[src/rtl/wake_pkg.sv]
package wake_pkg;

  typedef enum logic [1:0] {
    MODE_SLEEP   = 2'b00,
    MODE_STANDBY = 2'b01,
    MODE_NORMAL  = 2'b10,
    MODE_PARK    = 2'b11
  } mode_e;

  typedef enum logic [1:0] {
    ST_IDLE      = 2'b00,
    ST_MEASURE   = 2'b01,
    ST_QUALIFIED = 2'b10
  } wake_state_e;

  // strobes from control to datapath, one cycle each
  typedef struct packed {
    logic cntStart;   // first dominant sample: counter to one
    logic cntStep;    // further dominant sample: saturating increment
    logic cntDrop;    // measurement ends: counter to zero
    logic confirm;    // qualified run ended by recessive edge
  } wake_strobe_t;

endpackage

[src/rtl/wake_control.sv]
module wake_control
  import wake_pkg::*;
(
  input  logic         clk,
  input  logic         rstN,
  input  mode_e        mode,
  input  logic         txdLevel,
  input  logic         busFall,
  input  logic         busRise,
  input  logic         cntAtMin,
  output wake_strobe_t strb
);

  wake_state_e state, stateNext;
  logic        measEn;

  // measurement window: always in low-power modes, TXD-gated in Normal
  always_comb begin
    unique case (mode)
      MODE_NORMAL: measEn = txdLevel;
      default:     measEn = 1'b1;
    endcase
  end

  always_comb begin
    stateNext = state;
    strb      = '0;
    unique case (state)
      ST_IDLE: begin
        if (busFall && measEn) begin
          strb.cntStart = 1'b1;
          stateNext     = ST_MEASURE;
        end
      end
      ST_MEASURE: begin
        if (!measEn) begin
          strb.cntDrop = 1'b1;
          stateNext    = ST_IDLE;
        end else if (busRise) begin
          strb.confirm = cntAtMin;
          strb.cntDrop = 1'b1;
          stateNext    = ST_IDLE;
        end else begin
          strb.cntStep = 1'b1;
          if (cntAtMin) stateNext = ST_QUALIFIED;
        end
      end
      ST_QUALIFIED: begin
        if (!measEn) begin
          strb.cntDrop = 1'b1;
          stateNext    = ST_IDLE;
        end else if (busRise) begin
          strb.confirm = 1'b1;
          strb.cntDrop = 1'b1;
          stateNext    = ST_IDLE;
        end
      end
      default: begin
        strb.cntDrop = 1'b1;
        stateNext    = ST_IDLE;
      end
    endcase
  end

  always_ff @(posedge clk or negedge rstN) begin
    if (!rstN) state <= ST_IDLE;
    else       state <= stateNext;
  end

  // losing the measurement window always returns to idle
  a_r5_abandon_window: assert property (@(posedge clk) disable iff (!rstN)
    (state != ST_IDLE && !measEn) |=> (state == ST_IDLE));

  // no confirmation unless the datapath reports a full-length run
  a_r3_confirm_needs_min: assert property (@(posedge clk) disable iff (!rstN)
    strb.confirm |-> cntAtMin);

endmodule

[src/rtl/wake_datapath.sv]
module wake_datapath
  import wake_pkg::*;
#(
  parameter int MIN_DOM_CYCLES = 16
) (
  input  logic         clk,
  input  logic         rstN,
  input  logic         busRx,
  input  mode_e        mode,
  input  logic         wakeClear,
  input  wake_strobe_t strb,
  output logic         busFall,
  output logic         busRise,
  output logic         cntAtMin,
  output logic         wakePulse,
  output logic         rxdLevel,
  output logic         rxdDriveEn
);

  localparam int CNT_W = $clog2(MIN_DOM_CYCLES + 1);
  localparam logic [CNT_W-1:0] CNT_MAX = CNT_W'(MIN_DOM_CYCLES);
  localparam int SYNC_STAGES = 2;

  logic [SYNC_STAGES-1:0] syncChain;
  logic                   busSync;
  logic                   busPrev;
  logic [CNT_W-1:0]       domCount;
  logic                   wakeLatched;

  // two-flop synchronizer, reset to recessive
  always_ff @(posedge clk or negedge rstN) begin
    if (!rstN) syncChain <= '1;
    else       syncChain <= {syncChain[SYNC_STAGES-2:0], busRx};
  end
  assign busSync = syncChain[SYNC_STAGES-1];

  always_ff @(posedge clk or negedge rstN) begin
    if (!rstN) busPrev <= 1'b1;
    else       busPrev <= busSync;
  end

  assign busFall = busPrev && !busSync;
  assign busRise = !busPrev && busSync;

  // saturating dominant-time counter
  always_ff @(posedge clk or negedge rstN) begin
    if (!rstN)                                  domCount <= '0;
    else if (strb.cntDrop)                      domCount <= '0;
    else if (strb.cntStart)                     domCount <= CNT_W'(1);
    else if (strb.cntStep && domCount < CNT_MAX) domCount <= domCount + CNT_W'(1);
  end
  assign cntAtMin = (domCount == CNT_MAX);

  always_ff @(posedge clk or negedge rstN) begin
    if (!rstN) wakePulse <= 1'b0;
    else       wakePulse <= strb.confirm;
  end

  // request latch: Normal clears first, a new wake beats an explicit clear
  always_ff @(posedge clk or negedge rstN) begin
    if (!rstN)                    wakeLatched <= 1'b0;
    else if (mode == MODE_NORMAL) wakeLatched <= 1'b0;
    else if (strb.confirm)        wakeLatched <= 1'b1;
    else if (wakeClear)           wakeLatched <= 1'b0;
  end

  always_comb begin
    unique case (mode)
      MODE_STANDBY: begin
        rxdDriveEn = 1'b1;
        rxdLevel   = !wakeLatched;
      end
      MODE_NORMAL: begin
        rxdDriveEn = 1'b1;
        rxdLevel   = busSync;
      end
      default: begin
        rxdDriveEn = 1'b0;
        rxdLevel   = 1'b1;
      end
    endcase
  end

  // each wake-up pulse is a single cycle
  a_r2_single_pulse: assert property (@(posedge clk) disable iff (!rstN)
    wakePulse |=> !wakePulse);

  // the dominant counter saturates and never passes the limit
  a_r2_cnt_bounded: assert property (@(posedge clk) disable iff (!rstN)
    domCount <= CNT_MAX);

  // the request is only ever raised together with a wake-up pulse
  a_r6_latch_source: assert property (@(posedge clk) disable iff (!rstN)
    $rose(wakeLatched) |-> wakePulse);

  // a cycle in Normal leaves no request behind
  a_r8_normal_clears: assert property (@(posedge clk) disable iff (!rstN)
    (mode == MODE_NORMAL) |=> !wakeLatched);

endmodule

[src/rtl/bus_wake_detect.sv]
module bus_wake_detect
  import wake_pkg::*;
#(
  parameter int MIN_DOM_CYCLES = 16
) (
  input  logic       clk,
  input  logic       rstN,
  input  logic       busRx,
  input  logic       txdLevel,
  input  logic [1:0] modeSel,
  input  logic       wakeClear,
  output logic       wakePulse,
  output logic       rxdLevel,
  output logic       rxdDriveEn
);

  mode_e        mode;
  wake_strobe_t strb;
  logic         busFall;
  logic         busRise;
  logic         cntAtMin;

  assign mode = mode_e'(modeSel);

  wake_control u_ctrl (
    .clk      (clk),
    .rstN     (rstN),
    .mode     (mode),
    .txdLevel (txdLevel),
    .busFall  (busFall),
    .busRise  (busRise),
    .cntAtMin (cntAtMin),
    .strb     (strb)
  );

  wake_datapath #(
    .MIN_DOM_CYCLES (MIN_DOM_CYCLES)
  ) u_dp (
    .clk        (clk),
    .rstN       (rstN),
    .busRx      (busRx),
    .mode       (mode),
    .wakeClear  (wakeClear),
    .strb       (strb),
    .busFall    (busFall),
    .busRise    (busRise),
    .cntAtMin   (cntAtMin),
    .wakePulse  (wakePulse),
    .rxdLevel   (rxdLevel),
    .rxdDriveEn (rxdDriveEn)
  );

endmodule

[config.mk]
export PLATFORM = sky130hd
export DESIGN_NAME = bus_wake_detect
export DESIGN_NICKNAME = d
export VERILOG_FILES = /design/src/rtl/wake_pkg.sv /design/src/rtl/wake_control.sv /design/src/rtl/wake_datapath.sv /design/src/rtl/bus_wake_detect.sv
export SDC_FILE = /design/constraint.sdc
export NUM_CORES = 1
export LEC_CHECK = 0
export BUFFER_PORTS_ARGS = -buffer_cell sky130_fd_sc_hd__buf_2
export CORE_MARGIN = 8
export CORE_UTILIZATION = 49
export CTS_CLUSTER_DIAMETER = 150
export CTS_CLUSTER_SIZE = 25
export DETAILED_ROUTE_END_ITERATION = 10
export GPL_TIMING_DRIVEN = 0
export PLACE_DENSITY = 0.72
export SLEW_MARGIN = 20
export SYNTH_ARGS = -nofsm -noshare
export SYNTH_HDL_FRONTEND = slang
export SYNTH_SLANG_ARGS = --single-unit
[constraint.sdc]
create_clock -name clk -period 1.5 [get_ports clk]
set_input_delay 0.225 -clock clk [delete_from_list [all_inputs] [get_ports clk]]
set_output_delay 0.225 -clock clk [all_outputs]
set_load 0.03 [all_outputs]
==> results of run 1 <==
==> critical path, stage by stage (launching register included) <==
cell,delay (ns)
dfrtp_1,0.42
inv_1,0.08
ha_2,0.16
and4bb_2,0.27
o21bai_1,0.09
a21oi_1,0.19
o22ai_1,0.12
==> synthesized netlist by cell type <==
| master | number |
|---|---|
| and3_1 | 1 |
| o211ai_2 | 1 |
| nor3_4 | 1 |
| dfrtp_1 | 9 |
| dfstp_2 | 3 |
| a31oi_1 | 1 |
| or3b_4 | 1 |
| nand2b_1 | 2 |
| a221o_1 | 1 |
| a21oi_1 | 2 |
| nor2_2 | 1 |
| o2111a_1 | 1 |
| nor4b_2 | 1 |
| o21bai_1 | 1 |
| o22ai_1 | 1 |
| a211oi_2 | 1 |
| o21ai_0 | 1 |
| ha_1 | 8 |
| mux2i_1 | 1 |
| inv_1 | 11 |
| and2b_4 | 2 |
| or2b_2 | 1 |
| nand4_1 | 1 |
| xnor2_1 | 3 |
| o211ai_1 | 2 |
| nor2_1 | 8 |
| and4bb_1 | 1 |
| nor4_2 | 1 |
| nand3_1 | 1 |
==> metrics by stage <==
stage	util (%)	std cells	setup WS, ns
after floorplan	-	69	0.112
after global placement	55.4	94	-0.0315
after detailed placement	55.4	94	-0.0524
after CTS	59.3	99	0.00652
after global routing	61.6	102	0.00320
final	61.6	102	0.0532
==> routing by layer <==
layer | global-route usage, % | vias to the layer above | wire length (um)
li1 | - | 271 | -
met1 | 12.9 | 256 | 641
met2 | 15.8 | 16 | 610
met3 | 5.98 | 2 | 99
met4 | 5.33 | 0 | 10
met5 | 0 | - | 0
==> power breakdown <==
group	leakage [nW]	internal [mW]	switching, mW	total (mW)
clock	0.0150	0.103	0.112	0.215
sequential	0.152	0.378	0.0500	0.428
combinational	0.253	0.225	0.235	0.461
total	0.420	0.706	0.397	1.10
==> timing repair <==
action / CTS / global route
gates resized for setup: 3 / 4
hold endpoints to repair: 9 / 0
hold buffers: 1 / 0
setup buffers: 0 / 3
setup endpoints to repair: 4 / 7
pin swaps: 1 / 1
==> layout by cell type, fill, tap and decap left out, types with 2 or more instances in the layout <==
master	netlist	final
dfstp_2	3	3
inv_1	11	10
a21oi_1	2	2
nor2_1	8	8
and2b_4	2	2
clkbuf_4	0	3
o211ai_1	2	2
buf_4	0	3
dfrtp_1	9	9
xnor2_1	3	3
buf_2	0	9
ha_1	8	6
==> cell type report <==
cell class                      instances  area [um^2]
Clock buffer                            4         26.3
Fill cell                             128          558
Inverter                               11         41.3
Multi-Input combinational cell         46          427
Sequential cell                        12          304
Tap cell                               16         20.0
Timing Repair Buffer                   13         77.6
==> sequential cells by signal (all words and copies together) (netlist names) <==
signal	cells
u_dp.domCount	5
u_ctrl.state	2
u_dp.syncChain	2
u_dp.busPrev	1
u_dp.wakeLatched	1
u_dp.wakePulse	1
==> cell families (layout without fill, tap and decap cells) <==
logic type / count (synthesis) / after routing / share of synthesized area, %
fa+ha+maj: 8 / 8 / 13.5
mux: 1 / 1 / 1.35
xor+xnor: 3 / 3 / 3.55
flops: 12 / 12 / 41.0
buf+inv: 11 / 28 / 5.57
simple gates: 22 / 22 / 22.0
compound gates: 12 / 12 / 13.0
==> final timing paths <==
path / end / startpoint / slack [ns]
min: u_dp.syncChain[0] / busRx / 0.05
min in group asynchronous: u_dp.domCount[0] / rstN / 0.34
min reg2reg: u_dp.syncChain[1] / u_dp.syncChain[0] / 0.36
max reg2reg: u_ctrl.state[0] / u_dp.domCount[0] / 0.05
max in group asynchronous: u_dp.busPrev / rstN / 0.87
max: u_ctrl.state[0] / u_dp.domCount[0] / 0.05
==> impl_metrics.csv, run 1 <==
group,metric,value,unit
routing,drc_errors,0,
pwr,ir_drop,0.000678,V
final_layout,final_nets,102,
timing,rsz0062_at_grt,"false",
yosys,synth_cell_types,29,
timing,fin_crit_sh,96.5,%
job,cap_violations,0,
clock_network,cts_tree,"yes",
global_routing,grt_antenna_before_repair,0,
timing,drv_slew,0,
timing,slew_headroom,82.0,%
final_layout,antenna_cells,0,
yosys,postSynthAreaPerCell,10.7,um^2
floorplan,die_w,54.9,um
place,place_area,806,um^2
place,dp_hpwl,1.04,mm
timing,clock.fmax,691,MHz
final_layout,area_growth,20.9,%
global_routing,grt_start_max_net_pins,13,
global_routing,grt_pass1_wl,2.36,mm
yosys,syn_area,741,um^2
critical_path,worstPathMaxFanout,4,
clock_network,cts_root_buffer,"clkbuf_4",
timing,fin_tns_setup,0,ns
timing,tightest_slew,0.270,ns
global_routing,grt_pass1_vias,568,
routing,dr.pass1.iters,4,
timing,finClkSkew,0.0108,ns
critical_path,worstPathArrival,1.60,ns
timing,whs,0.0504,ns
place,portBuffers,9,
timing,setup_viol_count_final,0,
critical_path,worstPathRequired,1.66,ns
floorplan,core-area,1450,um^2
global_routing,grtUsageTotal,11.0,%
routing,vias,545,
critical_path,endpoint_kind,"register",
pwr,p_leak,0.420,nW
clock_network,numCtsBuffers,3,
floorplan,rows,14,
hold_path,worstHoldPathType,"in2reg",
yosys,synth_area_leaders,"dfrtp_1 (30%), ha_1 (14%), dfstp_2 (11%)",
yosys,synth_seq_cells,12,
timing,hold_viol,0,
clock_network,cts.path.max_buffers,2,
floorplan,dieArea,3010,um^2
routing,vias_per_cell,5.34,
routing,wire_per_inst,13.4,um
yosys,seq_area_frac_synth,41.0,%
hold_path,holdPathStages,1,
final_layout,stdcell_area,896,um^2
yosys,syn_nets,84,
critical_path,path_class,"reg2reg",
yosys,yosysTopAreaCellShare,30.4,%
routing,wl,1.36,mm
pwr,power.total,1.10,mW
clock_network,insertion_delay,0.28,ns
clock_network,clock_tree.htree_level_count,1,
timing,period_needed,1.45,ns
yosys,yosysWarningCount,0,
pwr,powerDensity,1230,nW/um^2
critical_path,cp-start-kind,"register",
routing,ant_nets,0,
final_layout,drive_gt1_share,38.4,%
floorplan,ios,10,
yosys,synth_top_cell_by_area,"dfrtp_1",
routing,drtIter0Drc,16,
place,gp_congestion,0.798,
clock_network,clkTransAtPathRegs,0.08,ns
global_routing,grt_overflow,0,
floorplan,die_y,54.9,um
critical_path,rr_worst_depth,6,
run_status,status,"complete, no violations",
floorplan,start_util,50.9,%
clock_network,cts.sinks,12,
yosys,synth_cells,69,
Power figures use the tool's default switching activity.
==> run 2: changes to the inputs <==
Settings changed: CORE_UTILIZATION 49 to 38, PLACE_DENSITY 0.72 to default.
==> impl_metrics.csv, run 2 (synthesized netlist as in run 1, its figures left out) <==
group,metric,value,unit
run_status,status,"complete, no violations",
timing,drv_slew,0,
pwr,powerDensity,1240,nW/um^2
clock_network,cts_tree,"yes",
place,place_area,820,um^2
routing,vias,538,
routing,drc_errors,0,
final_layout,final_nets,101,
pwr,power.total,1.14,mW
final_layout,final_core_util,48.6,%
timing,setup_viol_count_final,0,
critical_path,rr_worst_depth,5,
hold_path,hold_end,"u_dp.syncChain[0]",
routing,wl,1.38,mm
final_layout,fin_cells,112,
timing,hold_viol,0,
final_layout,stdcell_area,923,um^2
critical_path,endpoint_kind,"register",
critical_path,regToRegSetupSlack,0.07,ns
critical_path,worstPathMaxFanout,4,
routing,wire_per_inst,12.3,um
critical_path,worstPathRequired,1.66,ns
hold_path,worstHoldPathType,"in2reg",
timing,fin_tns_setup,0,ns
clock_network,cts.sinks,12,
clock_network,numCtsBuffers,3,
clock_network,cts_root_buffer,"clkbuf_4",
clock_network,cts.path.max_buffers,2,
timing,finClkSkew,0.00566,ns
global_routing,grtUsageTotal,8.72,%
hold_path,hold_start,"busRx",
routing,vias_per_cell,4.80,
floorplan,die_w,60.2,um
timing,whs,0.0414,ns
final_layout,antenna_cells,0,
critical_path,cp-start-kind,"register",
job,cap_violations,0,
floorplan,dieArea,3620,um^2
critical_path,r2r_end,"u_dp.domCount[4]",
critical_path,path_class,"reg2reg",
final_layout,largest-register,"u_dp.domCount",
final_layout,area_growth,24.7,%
global_routing,grt_pass1_wl,2.33,mm
place,gp_congestion,0.752,
timing,fin_crit_sh,95.0,%
place,preCtsSetupSlack,-0.0648,ns
floorplan,start_util,38.9,%
timing,slew_headroom,79.3,%
place,portBuffers,9,
global_routing,grt_pass1_vias,529,
final_layout,reg_top3,"u_dp.domCount: 5 flops, u_ctrl.state: 2 flops, u_dp.syncChain: 2 flops",
clock_network,insertion_delay,0.28,ns
critical_path,worstPathArrival,1.59,ns
global_routing,grt_antenna_before_repair,0,
floorplan,core-area,1900,um^2
clock_network,clock_tree.htree_level_count,1,
timing,tightest_slew,0.310,ns
timing,fin_ws,0.0743,ns
final_layout,drive_gt1_share,40.0,%
routing,ant_nets,0,
floorplan,die_y,60.2,um
critical_path,r2r_start,"u_ctrl.state[1]",
global_routing,grt_start_max_net_pins,13,
floorplan,ios,10,
routing,dr.pass1.iters,4,
pwr,p_leak,0.423,nW
clock_network,clkTransAtPathRegs,0.08,ns
routing,drtIter0Drc,5,
place,dp_cells,105,
global_routing,grt_overflow,0,
timing,period_needed,1.43,ns
hold_path,holdPathStages,1,
pwr,ir_drop,0.000509,V
timing,clock.fmax,701,MHz
final_layout,largest_reg_flops,5,
final_layout,most-common-layout-cells,"inv_1 (9), buf_2 (9), nor2_1 (8), dfrtp_1 (8), ha_1 (6)",
place,dp_hpwl,1.03,mm
floorplan,rows,16,
run 2: changes by cell type in the layout (fill, tap and decap cells not counted), sizes merged:
cell and delta:
buf -1
run 2: metal layers:
| layer | track usage, % | vias to the layer above | routed length, um | share of wire [%] |
|---|---|---|---|---|
| met5 | 0 | - | 0 | 0 |
| met4 | 6.12 | 0 | 51 | 3.7 |
| met3 | 2.15 | 6 | 48 | 3.5 |
| met2 | 13.3 | 14 | 637 | 46 |
| met1 | 10.4 | 250 | 639 | 46 |
| li1 | - | 268 | - | - |
run 2: where the power goes:
group / switching (mW) / internal, mW / total [mW]
sequential: 0.0529 / 0.381 / 0.434
clock: 0.118 / 0.148 / 0.266
combinational: 0.228 / 0.217 / 0.445
total: 0.399 / 0.745 / 1.14
run 2: timing repair:
action | in CTS | in global routing
setup buffers | 0 | 2
pin swaps | 2 | 1
endpoints found under the setup margin | 4 | 6
hold buffers | 1 | 0
gates resized for setup | 2 | 7
hold endpoints to repair | 9 | 0
run 2: worst max-delay path by stage:
stage	from	end	slack [ns]	depth (start not counted)
after floorplan	u_ctrl.state[1]	u_dp.domCount[2]	0.11	6
after global placement	modeSel[0]	u_dp.domCount[3]	-0.05	7
after detailed placement	modeSel[0]	u_dp.domCount[3]	-0.06	7
after CTS	u_ctrl.state[1]	u_dp.domCount[0]	0.0001	6
after global routing	u_dp.domCount[0]	u_dp.wakeLatched	-0.002	6
final	u_ctrl.state[1]	u_dp.domCount[4]	0.07	5
run 2: area by class of cell:
| class | instances | area [um^2] |
|---|---|---|
| timing repair buffer | 12 | 70.1 |
| tap | 27 | 33.8 |
| multi-input combinational | 46 | 437 |
| clock buffer | 4 | 36.3 |
| sequential | 12 | 305 |
| fill | 181 | 978 |
| inverter | 11 | 41.3 |
run 2: worst max-delay path: stages, from the launching register on:
cell      delay (ns)
dfrtp_1         0.44
inv_2           0.13
ha_4            0.14
or3b_4          0.41
o211ai_4        0.12
nor2_1          0.08
==> run 3: changes to the inputs <==
Settings changed: ABC_AREA from default to 0, CTS_BUF_LIST from default to sky130_fd_sc_hd__clkbuf_4.
==> impl_metrics.csv, run 3 (synthesized netlist as in run 1, its figures left out) <==
group,metric,value,unit
place,gp_congestion,0.752,
routing,wl,1.42,mm
floorplan,start_util,38.9,%
final_layout,largest_reg_flops,5,
final_layout,final_nets,101,
timing,fin_tns_setup,0,ns
floorplan,core-area,1900,um^2
timing,drv_slew,0,
final_layout,area_growth,22.1,%
critical_path,worstPathRequired,1.66,ns
global_routing,grt_overflow,0,
hold_path,worstHoldPathType,"in2reg",
floorplan,die_w,60.2,um
clock_network,insertion_delay,0.28,ns
final_layout,largest-register,"u_dp.domCount",
critical_path,worstPathMaxFanout,4,
pwr,powerDensity,1200,nW/um^2
critical_path,path_cells,"inv_2, ha_2, or3b_4, o211ai_4, nor2_1",
global_routing,grt_pass1_vias,539,
routing,vias_per_cell,4.82,
clock_network,cts_tree,"yes",
final_layout,final_core_util,47.6,%
place,dp_hpwl,1.03,mm
clock_network,clock_tree.htree_level_count,1,
run_status,status,"complete, no violations",
routing,drtIter0Drc,4,
pwr,p_leak,0.414,nW
timing,fin_ws,0.0431,ns
place,dp_cells,105,
job,cap_violations,0,
clock_network,cts.path.max_buffers,2,
final_layout,reg_top3,"u_dp.domCount: 5 flops, u_ctrl.state: 2 flops, u_dp.syncChain: 2 flops",
clock_network,cts.sinks,12,
place,portBuffers,9,
clock_network,numCtsBuffers,3,
critical_path,regToRegSetupSlack,0.04,ns
routing,dr.pass1.iters,5,
place,preCtsSetupSlack,-0.0648,ns
timing,clock.fmax,686,MHz
routing,wire_per_inst,12.7,um
timing,slew_headroom,78.2,%
final_layout,most-common-layout-cells,"inv_1 (9), buf_2 (9), nor2_1 (8)",
timing,tightest_slew,0.327,ns
floorplan,rows,16,
global_routing,grt_start_max_net_pins,13,
floorplan,ios,10,
final_layout,nFillCells,189,
final_layout,drive_gt1_share,40.0,%
floorplan,dieArea,3620,um^2
critical_path,worstPathArrival,1.62,ns
final_layout,fin_cells,112,
timing,fin_crit_sh,97.1,%
routing,vias,540,
global_routing,grt_pass1_wl,2.37,mm
routing,ant_nets,0,
global_routing,grtUsageTotal,8.86,%
clock_network,clkTransAtPathRegs,0.08,ns
timing,setup_viol_count_final,0,
routing,drc_errors,0,
timing,period_needed,1.46,ns
floorplan,die_y,60.2,um
timing,finClkSkew,0.00320,ns
timing,whs,0.0411,ns
timing,hold_viol,0,
pwr,ir_drop,0.000501,V
critical_path,path_class,"reg2reg",
global_routing,grt_antenna_before_repair,0,
critical_path,endpoint_kind,"register",
clock_network,cts_root_buffer,"clkbuf_4",
critical_path,cp-start-kind,"register",
critical_path,slowest_delay,0.43,ns
critical_path,cp_slowest_cell,"dfrtp_1",
final_layout,antenna_cells,0,
==> run 3: changes by cell type in the layout (fill, tap and decap cells not counted), sizes merged <==
cell and change:
clkinv +1, clkbuf -1
==> run 3: final cells by class <==
class | count | area (um^2) | share of cell area (%)
timing repair buffer | 12 | 70.1 | 7.75
inverter | 11 | 41.3 | 4.56
multi-input combinational | 46 | 427 | 47.2
clock inverter | 1 | 3.75 | 0.415
sequential | 12 | 307 | 33.9
tap | 27 | 33.8 | 3.73
clock buffer | 3 | 22.5 | 2.49
==> run 3: layer usage <==
metal / up-vias / GRT usage (%) / share of wire (%)
li1: 270 / - / -
met1: 252 / 10.4 / 46
met2: 14 / 13.7 / 48
met3: 4 / 2.15 / 3.9
met4: 0 / 6.12 / 2.2
met5: - / 0 / 0
==> run 3: where the power goes <==
part           total, mW  switching, mW  internal (mW)
Combinational      0.430          0.221          0.209
Clock              0.212          0.116         0.0965
Sequential         0.445         0.0616          0.383
Total               1.09          0.399          0.688
==> run 3: worst paths after layout <==
path,depth (start not counted),startpoint,end
worst max-delay path,5,u_ctrl.state[1],u_dp.domCount[4]
worst min-delay path,1,busRx,u_dp.syncChain[0]
worst max register to register,5,u_ctrl.state[1],u_dp.domCount[4]
worst min register to register,0,u_dp.syncChain[0],u_dp.syncChain[1]
max in group asynchronous,2,rstN,u_dp.busPrev
min in group asynchronous,2,rstN,u_ctrl.state[1]
==> run 3: what timing repair did <==
| item | 4_1_cts | 5_1_grt |
|---|---|---|
| cloned | 0 | 0 |
| gates resized for setup | 2 | 7 |
| hold buffers | 1 | 0 |
| setup endpoints to repair | 4 | 7 |
| hold endpoints to repair | 9 | 0 |
| buffers inserted | 0 | 2 |
| pin swaps | 2 | 2 |
==> run 3: stage by stage <==
| stage | cell area (um^2) | total power, mW |
|---|---|---|
| 6_report | 905 | 1.09 |
| 3_3_place_gp | 820 | 0.790 |
| 5_1_grt | 905 | 1.18 |
| 4_1_cts | 866 | 1.04 |
| 3_5_place_dp | 820 | 0.799 |
| 2_1_floorplan | 741 | 0.720 |
==> run 3: critical path, delay by kind of cell, from the launching register on <==
| family | cells | cell delay, ns |
|---|---|---|
| AO/OA/AOI/OAI | 1 | 0.12 |
| flip-flops | 1 | 0.43 |
| AND/OR/NAND/NOR | 2 | 0.49 |
| adder cells (fa/ha/maj) | 1 | 0.19 |
| buffers and inverters | 1 | 0.11 |
